`src/rtl/tmr_pkg.sv`:
```
// Shared types for the timer host register interface.
// Assumes the 8-bit control byte layout given in the requirements.
package tmr_pkg;
    typedef enum logic [1:0] {
        ACC_LATCH = 2'b00,
        ACC_LO    = 2'b01,
        ACC_HI    = 2'b10,
        ACC_BOTH  = 2'b11
    } acc_e;
endpackage

```
`src/rtl/tmr_host_decode.sv`:
```
// Host strobe decoder: turns chip select, strobes, address and the control
// byte's select/access fields into per-channel one-cycle access requests.
// Assumes at most three channels, because the select field is two bits wide.
module tmr_host_decode
    import tmr_pkg::*;
#(
    parameter int NCH = 3,
    parameter int AW  = 2
) (
    input  logic           cs_n,
    input  logic           rd_n,
    input  logic           wr_n,
    input  logic [AW-1:0]  addr,
    input  logic [1:0]     cw_sel,
    input  logic [1:0]     cw_acc,
    output logic [NCH-1:0] data_wr,
    output logic [NCH-1:0] data_rd,
    output logic [NCH-1:0] ctrl_hit,
    output logic [NCH-1:0] latch_hit
);
    localparam logic [AW-1:0] CTRL_ADDR = AW'(NCH);

    logic wr_act, rd_act, ctl_wr;

    // qualify strobes by chip select
    always_comb begin
        wr_act = !cs_n && !wr_n;
        rd_act = !cs_n && !rd_n;
        ctl_wr = wr_act && (addr == CTRL_ADDR);
    end

    genvar i;
    generate
        for (i = 0; i < NCH; i++) begin : g_dec
            // per-channel request decode
            always_comb begin
                data_wr[i]   = wr_act && (addr == AW'(i));
                data_rd[i]   = rd_act && (addr == AW'(i));
                ctrl_hit[i]  = ctl_wr && (cw_sel == 2'(i)) && (acc_e'(cw_acc) != ACC_LATCH);
                latch_hit[i] = ctl_wr && (cw_sel == 2'(i)) && (acc_e'(cw_acc) == ACC_LATCH);
            end
        end
    endgenerate
endmodule

```
`src/rtl/tmr_chan_regs.sv`:
```
// Per-channel register set: access width, mode, count register with write
// byte pointer, read byte pointer, output latch and null-count flag.
// Assumes that at most one of data_wr, ctrl_hit, latch_hit is active per cycle.
module tmr_chan_regs
    import tmr_pkg::*;
#(
    parameter int DW = 8,
    parameter int CW = 2 * DW
) (
    input  logic          clk,
    input  logic          rst_n,
    input  logic          data_wr,
    input  logic          data_rd,
    input  logic          ctrl_hit,
    input  logic          latch_hit,
    input  logic [DW-1:0] din,
    input  logic [CW-1:0] live,
    input  logic          load_ack,
    output logic [DW-1:0] rd_byte,
    output logic [CW-1:0] cr,
    output logic          cr_stb,
    output logic          ctrl_stb,
    output logic [2:0]    mode,
    output logic          null_cnt
);
    acc_e          acc_q;
    logic [2:0]    mode_q;
    logic          wr_ptr, rd_ptr, lat_q;
    logic [CW-1:0] ol_q, cr_q, src;
    logic          cr_stb_q, ctrl_stb_q, null_q;
    logic          wr_done, rd_last;

    // completion of a count write and of a read sequence
    always_comb begin
        wr_done = data_wr && ((acc_q != ACC_BOTH) || wr_ptr);
        rd_last = (acc_q != ACC_BOTH) || rd_ptr;
    end

    // access width and mode from a non-latch control byte
    always_ff @(posedge clk) begin
        if (!rst_n) begin
            acc_q  <= ACC_LO;
            mode_q <= 3'd0;
        end else if (ctrl_hit) begin
            acc_q  <= acc_e'(din[5:4]);
            mode_q <= din[3:1];
        end
    end

    // count register assembly and write byte pointer
    always_ff @(posedge clk) begin
        if (!rst_n) begin
            cr_q   <= '0;
            wr_ptr <= 1'b0;
        end else if (ctrl_hit) begin
            wr_ptr <= 1'b0;
        end else if (data_wr) begin
            case (acc_q)
                ACC_HI:   cr_q <= {din, {DW{1'b0}}};
                ACC_BOTH: begin
                    if (wr_ptr) cr_q[CW-1:DW] <= din;
                    else        cr_q[DW-1:0]  <= din;
                    wr_ptr <= !wr_ptr;
                end
                default:  cr_q <= {{DW{1'b0}}, din};
            endcase
        end
    end

    // one-cycle strobes towards the counting element
    always_ff @(posedge clk) begin
        if (!rst_n) begin
            cr_stb_q   <= 1'b0;
            ctrl_stb_q <= 1'b0;
        end else begin
            cr_stb_q   <= wr_done;
            ctrl_stb_q <= ctrl_hit;
        end
    end

    // null-count flag: set beats clear
    always_ff @(posedge clk) begin
        if (!rst_n)                   null_q <= 1'b0;
        else if (ctrl_hit || wr_done) null_q <= 1'b1;
        else if (load_ack)            null_q <= 1'b0;
    end

    // read byte pointer
    always_ff @(posedge clk) begin
        if (!rst_n)                            rd_ptr <= 1'b0;
        else if (ctrl_hit)                     rd_ptr <= 1'b0;
        else if (data_rd && acc_q == ACC_BOTH) rd_ptr <= !rd_ptr;
    end

    // output latch: freeze on command, release after a full read
    always_ff @(posedge clk) begin
        if (!rst_n) begin
            lat_q <= 1'b0;
            ol_q  <= '0;
        end else if (ctrl_hit) begin
            lat_q <= 1'b0;
        end else if (latch_hit && !lat_q) begin
            lat_q <= 1'b1;
            ol_q  <= live;
        end else if (data_rd && lat_q && rd_last) begin
            lat_q <= 1'b0;
        end
    end

    // read byte selection
    always_comb begin
        src = lat_q ? ol_q : live;
        case (acc_q)
            ACC_HI:   rd_byte = src[CW-1:DW];
            ACC_BOTH: rd_byte = rd_ptr ? src[CW-1:DW] : src[DW-1:0];
            default:  rd_byte = src[DW-1:0];
        endcase
    end

    assign cr       = cr_q;
    assign cr_stb   = cr_stb_q;
    assign ctrl_stb = ctrl_stb_q;
    assign mode     = mode_q;
    assign null_cnt = null_q;

    AST_CTRL_SETS_NULL: assert property (@(posedge clk) disable iff (!rst_n)
        ctrl_hit |=> null_cnt);
    AST_LOAD_CLEARS_NULL: assert property (@(posedge clk) disable iff (!rst_n)
        (load_ack && !ctrl_hit && !data_wr) |=> !null_cnt);
    AST_LO_HIGH_ZERO: assert property (@(posedge clk) disable iff (!rst_n)
        (cr_stb && acc_q == ACC_LO) |-> (cr[CW-1:DW] == '0));
    AST_LATCH_HOLDS: assert property (@(posedge clk) disable iff (!rst_n)
        (lat_q && !data_rd && !ctrl_hit) |=> (lat_q && $stable(ol_q)));
    AST_SECOND_LATCH_IGNORED: assert property (@(posedge clk) disable iff (!rst_n)
        (lat_q && latch_hit) |=> $stable(ol_q));
endmodule

```
`src/rtl/tmr_regif.sv`:
```
// Top of the timer host register interface: strobe decode, one register set
// per channel, and the read-data multiplexer.
// Assumes host strobes are synchronous to clk; each low cycle is one access.
module tmr_regif #(
    parameter int NCH = 3,
    parameter int DW  = 8,
    parameter int CW  = 2 * DW,
    parameter int AW  = $clog2(NCH + 1)
) (
    input  logic             clk,
    input  logic             rst_n,
    input  logic             cs_n,
    input  logic             rd_n,
    input  logic             wr_n,
    input  logic [AW-1:0]    addr,
    input  logic [DW-1:0]    din,
    output logic [DW-1:0]    dout,
    output logic             dout_oe,
    input  logic [NCH*CW-1:0] ch_count,
    input  logic [NCH-1:0]   ch_load,
    output logic [NCH*CW-1:0] ch_cr,
    output logic [NCH-1:0]   ch_cr_stb,
    output logic [NCH-1:0]   ch_ctrl_stb,
    output logic [NCH*3-1:0] ch_mode,
    output logic [NCH-1:0]   ch_null
);
    logic [NCH-1:0]    data_wr, data_rd, ctrl_hit, latch_hit;
    logic [NCH*DW-1:0] rd_bytes;

    tmr_host_decode #(.NCH(NCH), .AW(AW)) u_dec (
        .cs_n      (cs_n),
        .rd_n      (rd_n),
        .wr_n      (wr_n),
        .addr      (addr),
        .cw_sel    (din[7:6]),
        .cw_acc    (din[5:4]),
        .data_wr   (data_wr),
        .data_rd   (data_rd),
        .ctrl_hit  (ctrl_hit),
        .latch_hit (latch_hit)
    );

    genvar i;
    generate
        for (i = 0; i < NCH; i++) begin : g_ch
            tmr_chan_regs #(.DW(DW), .CW(CW)) u_ch (
                .clk       (clk),
                .rst_n     (rst_n),
                .data_wr   (data_wr[i]),
                .data_rd   (data_rd[i]),
                .ctrl_hit  (ctrl_hit[i]),
                .latch_hit (latch_hit[i]),
                .din       (din),
                .live      (ch_count[i*CW +: CW]),
                .load_ack  (ch_load[i]),
                .rd_byte   (rd_bytes[i*DW +: DW]),
                .cr        (ch_cr[i*CW +: CW]),
                .cr_stb    (ch_cr_stb[i]),
                .ctrl_stb  (ch_ctrl_stb[i]),
                .mode      (ch_mode[i*3 +: 3]),
                .null_cnt  (ch_null[i])
            );
        end
    endgenerate

    // read-data mux: only a selected channel port drives the bus
    always_comb begin
        dout    = '0;
        dout_oe = |data_rd;
        for (int k = 0; k < NCH; k++) begin
            if (data_rd[k]) dout = dout | rd_bytes[k*DW +: DW];
        end
    end

    AST_DESELECT_QUIET: assert property (@(posedge clk) disable iff (!rst_n)
        cs_n |=> (ch_cr_stb == '0 && ch_ctrl_stb == '0));
    AST_ONE_CTRL_TARGET: assert property (@(posedge clk) disable iff (!rst_n)
        $onehot0(ch_ctrl_stb));
    AST_CTRL_PORT_UNDRIVEN: assert property (@(posedge clk) disable iff (!rst_n)
        (!cs_n && !rd_n && addr == AW'(NCH)) |-> (!dout_oe && dout == '0));
endmodule

```
`config.mk`:
```
export PLATFORM = sky130hd
export DESIGN_NAME = tmr_regif
export DESIGN_NICKNAME = d
export VERILOG_FILES = /design/src/rtl/tmr_pkg.sv /design/src/rtl/tmr_host_decode.sv /design/src/rtl/tmr_chan_regs.sv /design/src/rtl/tmr_regif.sv
export SDC_FILE = /design/constraint.sdc
export NUM_CORES = 1
export LEC_CHECK = 0
export ABC_AREA = 1
export CAP_MARGIN = 40
export CORE_MARGIN = 3
export CORE_UTILIZATION = 30
export CTS_CLUSTER_DIAMETER = 100
export DETAILED_ROUTE_END_ITERATION = 7
export GPL_TIMING_DRIVEN = 1
export SLEW_MARGIN = 20
export SYNTH_ARGS = -nofsm -noshare
export SYNTH_HDL_FRONTEND = slang
export SYNTH_SLANG_ARGS = --single-unit
```
`constraint.sdc`:
```
create_clock -name clk -period 1.15 [get_ports clk]
set_input_delay 0.115 -clock clk [delete_from_list [all_inputs] [get_ports clk]]
set_output_delay 0.115 -clock clk [all_outputs]
set_load 0.02 [all_outputs]
```
==> flow_metrics.py <==
metrics = {
    "global_routing": {
        "grt_max_degree": 47,
        "grt_pass1_wl_mm": 34.6,
        "grt.total_usage": 0.183,
        "gr-total-overflow": 0,
        "antenna_found_initial": 0,
        "grt_pass1_vias": 6729,
    },
    "synthesis": {
        "synth_top_area_share": 0.396,
        "synth_area_leaders": "dfxtp_1 (40%), nand2_1 (13%), nor2_1 (8.6%)",
        "synth_seq_cells": 129,
        "synth_edf_count": 0,
        "ys_async_sr_fraction": 0,
        "synth_top_area_cell": "dfxtp_1",
        "syn_inst": 982,
        "synth_flop_cell": "dfxtp_1",
        "synth.net_count": 1048,
        "yosys_warnings": 0,
        "synth-seq-area-share": 0.396,
        "syn-cell-area_um2": 6510,
        "yosysUniqueCellTypes": 34,
        "avgSynthCellArea_um2": 6.63,
    },
    "sta": {
        "rsz0062_at_grt": "yes",
        "hold_viol": 0,
        "setup_violations": 64,
        "setup_ws_ns": -0.609,
        "min_period_ns": 1.76,
        "skew_ns": 0.00750,
        "relSlewSlack": 0.743,
        "fin_crit_sh": 1.53,
        "worstMarginPinSlew_ns": 0.386,
        "slew_violations": 0,
        "max_freq_ghz": 0.569,
    },
    "clocking": {
        "cts_buffers": 17,
        "tritoncts": "yes",
        "htreeDepth": 4,
        "clkSinkCount": 129,
        "clk_pin_slew_ns": 0.06,
        "clock_path_buffers": 2,
        "clock_latency_ns": 0.42,
        "cts_root_buf": "clkbuf_16",
    },
    "floorplan": {
        "dieArea_um2": 23500,
        "die_width_um": 153,
        "core_area_um2": 21200,
        "ioPinCount": 141,
        "die_y_um": 153,
        "rows": 53,
        "start_util": 0.308,
    },
    "detailed_routing": {
        "vias_per_cell": 4.55,
        "postRouteAntennaNets": 0,
        "drtIter0Drc": 404,
        "wl_mm": 21.9,
        "drc": 0,
        "vias": 6884,
        "wl_per_cell_um": 14.5,
        "dr.pass1.iters": 5,
    },
    "power": {
        "vdd_ir_drop_max_v": 0.000984,
        "p_leak_nw": 4.94,
        "cellPowerDensity_nw_per_um2": 1080,
    },
    "worst_setup_path": {
        "critPathCaptureType": "output pin",
        "start_kind": "register",
        "path_cells": "clkinvlp_4 -> o21ai_2 -> nand2_1 -> nand3_1 -> nand3_2 -> buf_6",
        "crit_fanout": 7,
        "critPathMaxStageDelay_ns": 0.40,
        "path_class": "reg2out",
        "cp.required_ns": 1.03,
        "r2r_slack_ns": -0.43,
        "cp.arrival_ns": 1.64,
        "cp_top_family": "flip-flops",
        "path_buf_inv": 2,
        "cpMaxStageDelayCell": "dfxtp_4",
    },
    "run_status": {
        "violations": "negative setup slack",
        "run_status": "complete, but fails checks",
    },
    "place": {
        "place_ws_ns": -0.945,
        "dpl.hpwl_mm": 14.9,
        "port_buffers": 140,
        "gp_congestion": 0.901,
    },
    "min_path": {
        "min_path_type": "in2reg",
    },
    "final_layout": {
        "diodes": 0,
        "fin_util": 0.486,
        "final_cell_mix": "nand2_1 (195), nor2_1 (140), inv_1 (126)",
        "syn_to_final_growth_pct": 57.7,
        "final_nets": 1291,
        "fillerInstances": 2133,
        "drive_gt1_frac": 0.356,
        "final_common_cell": "nand2_1",
    },
    "job": {
        "cap_violations": 0,
    },
}
sequential cells by signal, indices dropped and copies added, names as in the netlist:
name and count:
g_ch.u_ch.ol_q 48, g_ch.u_ch.mode 9, g_ch.u_ch.cr 48, g_ch.u_ch.null_cnt 3, g_ch.u_ch.lat_q 3, g_ch.u_ch.acc_q 6, g_ch.u_ch.wr_ptr 3, g_ch.u_ch.ctrl_stb 3
g_ch.u_ch.cr_stb 3, g_ch.u_ch.rd_ptr 3
Yosys cell counts, drive strengths merged, types with 2 or more instances:
cell type / n
nand2: 243
o21a: 3
or2: 8
clkbuf: 16
and2: 2
dfxtp: 129
buf: 33
nand3: 57
a21oi: 66
o211ai: 2
nand4: 11
o21ai: 84
inv: 145
nand3b: 8
xnor2: 3
xor2: 3
nor2: 167
cell type report:
| type | count | area, um^2 | area share |
|---|---|---|---|
| timing repair inverter | 1 | 7.51 | 0.000731 |
| multi-input combinational | 659 | 3730 | 0.363 |
| tap | 275 | 344 | 0.0335 |
| inverter | 146 | 588 | 0.0573 |
| sequential | 129 | 2600 | 0.254 |
| clock inverter | 12 | 111 | 0.0108 |
| timing repair buffer | 271 | 2450 | 0.239 |
| clock buffer | 20 | 437 | 0.0425 |
worst reg2reg max path: stages, from the launching register on:
cell and delay, ns:
dfxtp_4 0.40, clkinvlp_4 0.20, buf_6 0.18, buf_6 0.12, buf_6 0.11, nand4_4 0.09, buf_12 0.13, buf_16 0.12
nand2_1 0.05, inv_1 0.05, nor2_1 0.04
logic make-up after synthesis:
family,after synthesis,share of synthesized area
AOI/OAI and AO/OA,155,0.128
xor gates and xnor gates,6,0.00807
DFF,129,0.396
and+or+nand+nor,497,0.339
buffers and inverters,195,0.129
report_power, final:
part	total [mW]	switching (mW)	leakage (nW)	internal (mW)
clock network	5.12	2.14	0.261	2.98
logic	1.36	0.728	3.63	0.629
registers	4.58	0.0462	1.05	4.54
metrics by stage:
step | cell area, um^2 | TNS [ns] | std cells | hold slack, ns | power [mW]
floorplan | 6600 | -0.776 | 982 | 0.250 | 5.24
global placement | 8910 | -77.58 | 1449 | 0.426 | 5.94
detailed placement | 8910 | -78.94 | 1449 | 0.432 | 5.94
CTS | 9760 | -14.41 | 1502 | 0.292 | 11.0
global route | 10300 | -22.05 | 1513 | 0.249 | 11.5
finish | 10300 | -16.29 | 1513 | 0.252 | 11.1
worst paths after layout:
| kind | start | end | cells after the start |
|---|---|---|---|
| hold reg to reg | g_ch[2].u_ch.mode[1]$_SDFFE_PN0P_ | g_ch[2].u_ch.mode[1]$_SDFFE_PN0P_ | 2 |
| setup / recovery | g_ch[2].u_ch.lat_q$_SDFFE_PP0P_ | dout[2] | 6 |
| setup reg to reg | g_ch[2].u_ch.lat_q$_SDFFE_PP0P_ | g_ch[2].u_ch.ol_q[11]$_SDFFE_PN0P_ | 10 |
| hold / removal | din[5] | g_ch[2].u_ch.acc_q[1]$_SDFFE_PN0P_ | 4 |
per-layer routing:
metal | vias to the layer above | track usage | wire [um] | share of wire
li1 | 3531 | - | - | -
met1 | 3135 | 0.240 | 9940 | 0.45
met2 | 189 | 0.290 | 10200 | 0.47
met3 | 29 | 0.0580 | 1400 | 0.064
met4 | 0 | 0.0505 | 356 | 0.016
met5 | - | 0 | 0 | 0
timing repair:
item | CTS | global route
buffers inserted | 15 | 10
resized for setup | 435 | 163
pin swaps | 41 | 46
hold buffers | 1 | 0
hold endpoints to repair | 1 | 0
cloned | 6 | 2
endpoints found under the setup margin | 202 | 138
(Power assumes the default switching activity.)
